### src/rtl/bcd_fmul.sv
module bcd_fmul #(
  parameter int DIGITS = 6
) (
  input  logic                  clk,
  input  logic                  rst_n,
  input  logic                  start,
  input  logic [4*DIGITS+7:0]   a,
  input  logic [4*DIGITS+7:0]   b,
  output logic                  busy,
  output logic                  done,
  output logic [4*DIGITS+7:0]   result
);
  localparam int MW  = 4 * DIGITS;
  localparam int AW  = 2 * MW;
  localparam int OPW = MW + 8;
  localparam int IW  = $clog2(DIGITS + 1);

  typedef enum logic [1:0] {S_IDLE, S_ACC, S_NORM} state_t;

  state_t            st;
  logic [AW-1:0]     mcand, prod;
  logic [MW-1:0]     mplier;
  logic [3:0]        cnt;
  logic [IW-1:0]     idx;
  logic signed [8:0] expo;
  logic              sgn;

  function automatic int exp_dec(input logic [6:0] e);
    int v;
    v = int'(e[6:4]) * 10 + int'(e[3:0]);
    return (v >= 40) ? v - 80 : v;
  endfunction

  function automatic logic [6:0] exp_enc(input int s);
    int v;
    logic [6:0] r;
    v = s;
    if (v < 0) v = v + 80;
    if (v < 0) v = v + 80;
    if (v >= 80) v = v - 80;
    r[6:4] = 3'(v / 10);
    r[3:0] = 4'(v % 10);
    return r;
  endfunction

  function automatic logic [AW-1:0] bcd_add(input logic [AW-1:0] x, input logic [AW-1:0] y);
    logic [AW-1:0] r;
    logic [4:0]    s;
    logic          c;
    c = 1'b0;
    r = '0;
    for (int i = 0; i < AW / 4; i++) begin
      s = {1'b0, x[4*i +: 4]} + {1'b0, y[4*i +: 4]} + {4'b0, c};
      if (s > 5'd9) begin
        s = s + 5'd6;
        c = 1'b1;
      end else begin
        c = 1'b0;
      end
      r[4*i +: 4] = s[3:0];
    end
    return r;
  endfunction

  wire a_zero = (a[MW-1:0] == '0);
  wire b_zero = (b[MW-1:0] == '0);
  wire last_digit = (idx == IW'(DIGITS - 1));
  wire top_zero = (prod[AW-1 -: 4] == 4'd0);

  assign busy = (st != S_IDLE);

  always_ff @(posedge clk) begin
    if (!rst_n) begin
      st     <= S_IDLE;
      done   <= 1'b0;
      result <= '0;
      mcand  <= '0;
      prod   <= '0;
      mplier <= '0;
      cnt    <= '0;
      idx    <= '0;
      expo   <= '0;
      sgn    <= 1'b0;
    end else begin
      done <= 1'b0;
      case (st)
        S_IDLE: if (start) begin
          if (a_zero || b_zero) begin
            result <= '0;
            done   <= 1'b1;
          end else begin
            mcand  <= {{MW{1'b0}}, a[MW-1:0]};
            mplier <= b[MW-1:0];
            cnt    <= b[3:0];
            idx    <= '0;
            prod   <= '0;
            expo   <= 9'(exp_dec(a[OPW-2:MW]) + exp_dec(b[OPW-2:MW]) + 1);
            sgn    <= a[OPW-1] ^ b[OPW-1];
            st     <= S_ACC;
          end
        end
        S_ACC: begin
          if (cnt != 4'd0) begin
            prod <= bcd_add(prod, mcand);
            cnt  <= cnt - 4'd1;
          end else if (last_digit) begin
            st <= S_NORM;
          end else begin
            mcand  <= mcand << 4;
            mplier <= mplier >> 4;
            cnt    <= mplier[7:4];
            idx    <= idx + 1'b1;
          end
        end
        S_NORM: begin
          if (top_zero) begin
            prod <= prod << 4;
            expo <= expo - 9'sd1;
          end else begin
            result <= {sgn, exp_enc(int'(expo)), prod[AW-1 -: MW]};
            done   <= 1'b1;
            st     <= S_IDLE;
          end
        end
        default: st <= S_IDLE;
      endcase
    end
  end
endmodule

### config.mk
export PLATFORM = sky130hd
export DESIGN_NAME = bcd_fmul
export DESIGN_NICKNAME = d
export VERILOG_FILES = /design/src/rtl/bcd_fmul.sv
export SDC_FILE = /design/constraint.sdc
export NUM_CORES = 1
export LEC_CHECK = 0
export ABC_AREA = 1
export ABC_CLOCK_PERIOD_IN_PS = 61600
export BUFFER_PORTS_ARGS = -buffer_cell sky130_fd_sc_hd__buf_4
export CAP_MARGIN = 20
export CELL_PAD_IN_SITES_DETAIL_PLACEMENT = 0
export CELL_PAD_IN_SITES_GLOBAL_PLACEMENT = 1
export CORE_MARGIN = 3
export CORE_UTILIZATION = 40
export CTS_CLUSTER_DIAMETER = 50
export CTS_CLUSTER_SIZE = 25
export DETAILED_ROUTE_END_ITERATION = 16
export GPL_TIMING_DRIVEN = 0
export PLACE_DENSITY_LB_ADDON = 0.1
export SETUP_SLACK_MARGIN = 0.2
export SLEW_MARGIN = 20
export SYNTH_ARGS = -nofsm -noshare
export SYNTH_HDL_FRONTEND = slang
export SYNTH_SLANG_ARGS = --single-unit
### constraint.sdc
create_clock -name clk -period 61.6 [get_ports clk]
set_input_delay 15.4 -clock clk [delete_from_list [all_inputs] [get_ports clk]]
set_output_delay 15.4 -clock clk [all_outputs]
set_load 0.02 [all_outputs]
# After elaboration in Yosys (flattened, before gate mapping)
# Cells that the tools add are included.
# word_totals
ff_bits	172
word_cells	223
mem_bits_rw	0
inputBits	67
out_inout_bits	34
latch_bits	0
romBits	0
memories	0
# op_classes
muxes	113
eq_ne	13
n_shift	0
n_addsub	47
multipliers	2
bitwise	2
n_reduce_logical	17
order_cmp	17
div	2
# op_table
cell	n
$mux 32	15
$mux 48	8
$pmux 48 s3	1
$mux 24	4
$pmux 48 s2	1
$mux 4	16
$pmux 32 s2	1
$add 4x4->5	12
$gt 5x4->1 const B	12
$add 5x1->5	11
$add 4x3->4 const B	12
$logic_not 24->1	2
$pmux 24 s2	1
$mux 1	47
$mux 9	5
$add 32x8->32 const B	1
$div 32x5->32 const B	1
$ge 32x8->1 const B	1
$lt 32x1->1 const B	1
$mod 32x5->32 const B	1
$sub 32x8->32 const B	1
$ne 2x2->1 const B	9
$pmux 9 s2	1
$sub 8x7->9 const B	2
31 further kinds	47

# Logic depth before layout (Yosys ltp)
# logic_depth
ltp_word	71
depth_mapped	134
depth_no_buf	134

# Least setup slack after synthesis
# OpenSTA, ideal clock, no wires.
# synth_timing
kind	register to register
start	register mcand[0]
end	register prod[47]
path_buffers	0
path_stages_with_launch	105
t_arrival_ps	20128
t_required_ps	61466
period_less_slack_ps	20262
setup_slack_ps	41338
setup_time_ps	134
cell_sequence	dfxtp_1 ha_1 fa_1 xor2_1 inv_1 ha_1 a21boi_0 a311oi_1 nor2_1 inv_1 fa_1 inv_1 fa_1 nor2_1 inv_1 nand2_1 ha_1 a21boi_0 [69 not listed] fa_1 ha_1 a21boi_0 a311oi_1 nor2_1 inv_1 fa_1 inv_1 fa_1 ha_1 a21boi_0 a311oi_1 nor2_1 nor2_1 xor2_1 nor3_1 a21oi_1 a21oi_1
# synth_between
elab_chain_cells	71
word_cells_on_any_way	72
cone_classes	13 x add/sub; 12 x order compare; 47 x mux
# synth_rtl
element	line	source
start: declaration	21	logic [AW-1:0] mcand, prod;
start signal: assignment	92	mcand <= {{MW{1'b0}}, a[MW-1:0]};
start signal: assignment	109	mcand <= mcand << 4;
$add 4x4->5 (*)	53	s = {1'b0, x[4*i +: 4]} + {1'b0, y[4*i +: 4]} + {4'b0, c};
$gt 5x4->1 (*)	54	if (s > 5'd9) begin
$mux 1 (*)	54	
$mux 1 (*)	103	if (cnt != 4'd0) begin
$mux 1 (*)	86	case (st)
$mux 1 (*)	73	if (!rst_n) begin
$add 5x1->5 (*)	53	
$gt 5x4->1 (*)	54	
[55 not listed]	-	
$mux 1 (*)	103	
$mux 1 (*)	86	
$mux 1 (*)	73	
$add 5x1->5 (*)	53	
$add 4x3->4 / $gt 5x4->1 (equally long branches)	55, 54	
$mux 4 (*)	54	
$mux 48 (*)	103	
$pmux 48 s3 (*)	86	
end signal: assignment	104	prod <= bcd_add(prod, mcand);
end signal: assignment	117	prod <= prod << 4;
end: declaration	21	
# Every way passes the cells marked *; elsewhere a longest branch is shown, timed or not. The select of a mux whose other input is x is not followed.
# A chain may end at the register's enable or synchronous reset.

# Worst setup path in the final report
# Ends and elaborated chain as after synthesis.

==> impl_metrics.py <==
metrics = {
    "logic_synthesis": {
        "ys_seq_area_share_pct": 27.9,
        "synth_ff_type": "dfxtp_1",
        "async_reset_ff_share_pct": 0,
        "syn_area_per_cell_um2": 7.05,
        "yosysUniqueCellTypes": 54,
        "synthCells": 1711,
        "yosysWarnings": 0,
        "synth_edf_count": 0,
        "ys_ff_latch": 168,
        "synth_nets": 1908,
        "synth_area_um2": 12100,
    },
    "clocking": {
        "h-tree-depth": 4,
        "clk_pin_slew_ns": 0.08,
        "cts-root-buf": "clkbuf_16",
        "cts_buffers": 17,
        "postCtsHoldBufs": 0,
        "cts_tree": "done",
        "cts_resized": 0,
        "cts_buffer_depth": 2,
        "post-cts-setup-buffers": 0,
        "insertion_delay_ns": 0.44,
        "cts.sinks": 168,
    },
    "grt": {
        "grt_pass1_vias": 11232,
        "grt_max_degree": 18,
        "antenna_found_initial": 0,
        "grtUsageTotal_pct": 22.9,
        "grt_overflow": 0,
        "grt_pass1_wl_mm": 60.2,
    },
    "sta": {
        "period_needed_ns": 22.85,
        "timing.final.crit_share_pct": 37.1,
        "slew_violations": 0,
        "worst_pin_slew_ns": 0.983,
        "rsz0062_at_grt": "no",
        "setup_tns_ns": 0,
        "max_freq_mhz": 43.8,
        "setup_slack_ns": 38.75,
        "setup_viol": 0,
        "finalHoldViolations": 0,
        "skew_ns": 0.0186,
        "slew_headroom_pct": 34.5,
    },
    "die": {
        "fp.dieH_um": 180,
        "die_w_um": 180,
        "dieArea_um2": 32300,
        "num_rows": 62,
        "initial_core_util_pct": 41.3,
        "coreArea_um2": 29200,
        "ios": 101,
    },
    "critical_path": {
        "path_max_fanout": 5,
        "cpMostUsedCell": "inv_1",
        "crit_required_ns": 61.88,
        "crit_type": "reg -> reg",
        "crit_arrival_ns": 23.12,
        "worstSetupEndpointType": "flop",
        "slowest_stage": "fa_1",
        "crit_family": "adder cells",
        "worst-path-buf-inv": 24,
        "slowest_delay_ns": 0.50,
        "cp-start-kind": "flop",
    },
    "detailed_routing": {
        "wl_met3_mm": 1.66,
        "vias": 11843,
        "dr.pass1.iters": 7,
        "viasPerCell": 5.32,
        "drtIter0Drc": 795,
        "wl_met1_mm": 18.5,
        "drcViolationCount": 0,
        "final_antenna_net_count": 0,
        "wl_per_cell_um": 17.0,
        "wl_mm": 37.9,
        "route.met2.wl_mm": 16.9,
        "top_layer": "met4",
    },
    "place": {
        "post-place-ws_ns": 38.97,
        "postPlaceCellArea_um2": 13300,
        "routabilityCongestion": 0.884,
        "dp_cells": 2195,
        "io_buffers": 100,
        "place_hpwl_mm": 29.3,
    },
    "final_layout": {
        "multiInputGateArea_um2": 7630,
        "final_area_um2": 13900,
        "fillers": 3095,
        "fin_nets": 2027,
        "layout_common_cells": "nand2_1, inv_1, dfxtp_1",
        "seq_area_um2": 3360,
        "stdcell_count": 2227,
        "antenna_cells": 0,
        "final_common_cell": "nand2_1",
        "area_growth_pct": 14.9,
        "drive_above_1_share_pct": 11.3,
    },
    "worst_hold_path": {
        "hold_class": "reg -> reg",
    },
    "outcome": {
        "status": "finished, final reports clean",
    },
    "flow_run": {
        "cap_violations": 0,
    },
}
flip-flops by register name, summed over array words and instances, names as in the netlist:
| name | count |
|---|---|
| result | 32 |
| mcand | 48 |
| sgn | 1 |
| st | 2 |
| expo | 9 |
| idx | 3 |
| prod | 48 |
| done | 1 |
| mplier | 20 |
| cnt | 4 |
logic make-up after synthesis:
group                      share of synthesized area (%)
AOI/OAI and AO/OA                                   18.6
xor gates and xnor gates                            3.26
adders and majority gates                           15.1
buffers and inverters                               8.81
DFF                                                 27.9
and+or+nand+nor                                     26.3
synthesized netlist by cell type, types with 13 or more instances:
cell type | n | area, um^2
xnor2_1 | 16 | 140
a21oi_1 | 150 | 751
nand3_1 | 129 | 646
nor3_1 | 18 | 90.1
ha_1 | 104 | 1300
fa_1 | 26 | 521
a22oi_1 | 20 | 150
o21ai_0 | 95 | 475
nand4_1 | 22 | 138
inv_1 | 188 | 706
nor2_1 | 119 | 447
a31oi_1 | 49 | 307
xor2_1 | 27 | 236
nand2_1 | 350 | 1310
nand2_2 | 30 | 188
dfxtp_1 | 168 | 3360
inv_2 | 13 | 48.8
clkbuf_1 | 64 | 240
layer usage:
| metal | vias to the layer above | track usage (%) |
|---|---|---|
| met5 | - | 0 |
| met4 | 0 | 6.87 |
| met3 | 53 | 3.17 |
| met2 | 268 | 36.9 |
| met1 | 5502 | 32.1 |
| li1 | 6020 | - |
worst paths after layout:
check | startpoint | end | slack, ns | cells past startpoint
worst max-delay path | mcand[0] | prod[47] | 38.75 | 104
worst min-delay path | result[21] | result[21] | 0.47 | 2
worst max register to register | mcand[0] | prod[47] | 38.75 | 104
worst min register to register | result[21] | result[21] | 0.47 | 2
area by class of cell:
cell class                 instances  area share (%)
multi-input combinational       1263            55.1
inverter                         205            5.57
sequential                       168            24.3
buffer                            75            2.09
tap                              384            3.47
timing repair buffer             100            5.42
clock inverter                    14           0.921
clock buffer                      18            3.17
metrics by stage:
step	util (%)	hold slack, ns
CTS	47.5	0.470
global placement	45.6	0.454
finish	47.5	0.466
detailed placement	45.6	0.459
floorplan	-	0.424
global route	47.5	0.474
worst min-delay path: stages (launching register included):
cell     delay (ns)
dfxtp_1        0.31
nand2_1        0.06
a21oi_1        0.05
Power is not shown: default switching activity piles up to over one toggle a cycle in this logic, so the estimate is an artifact.
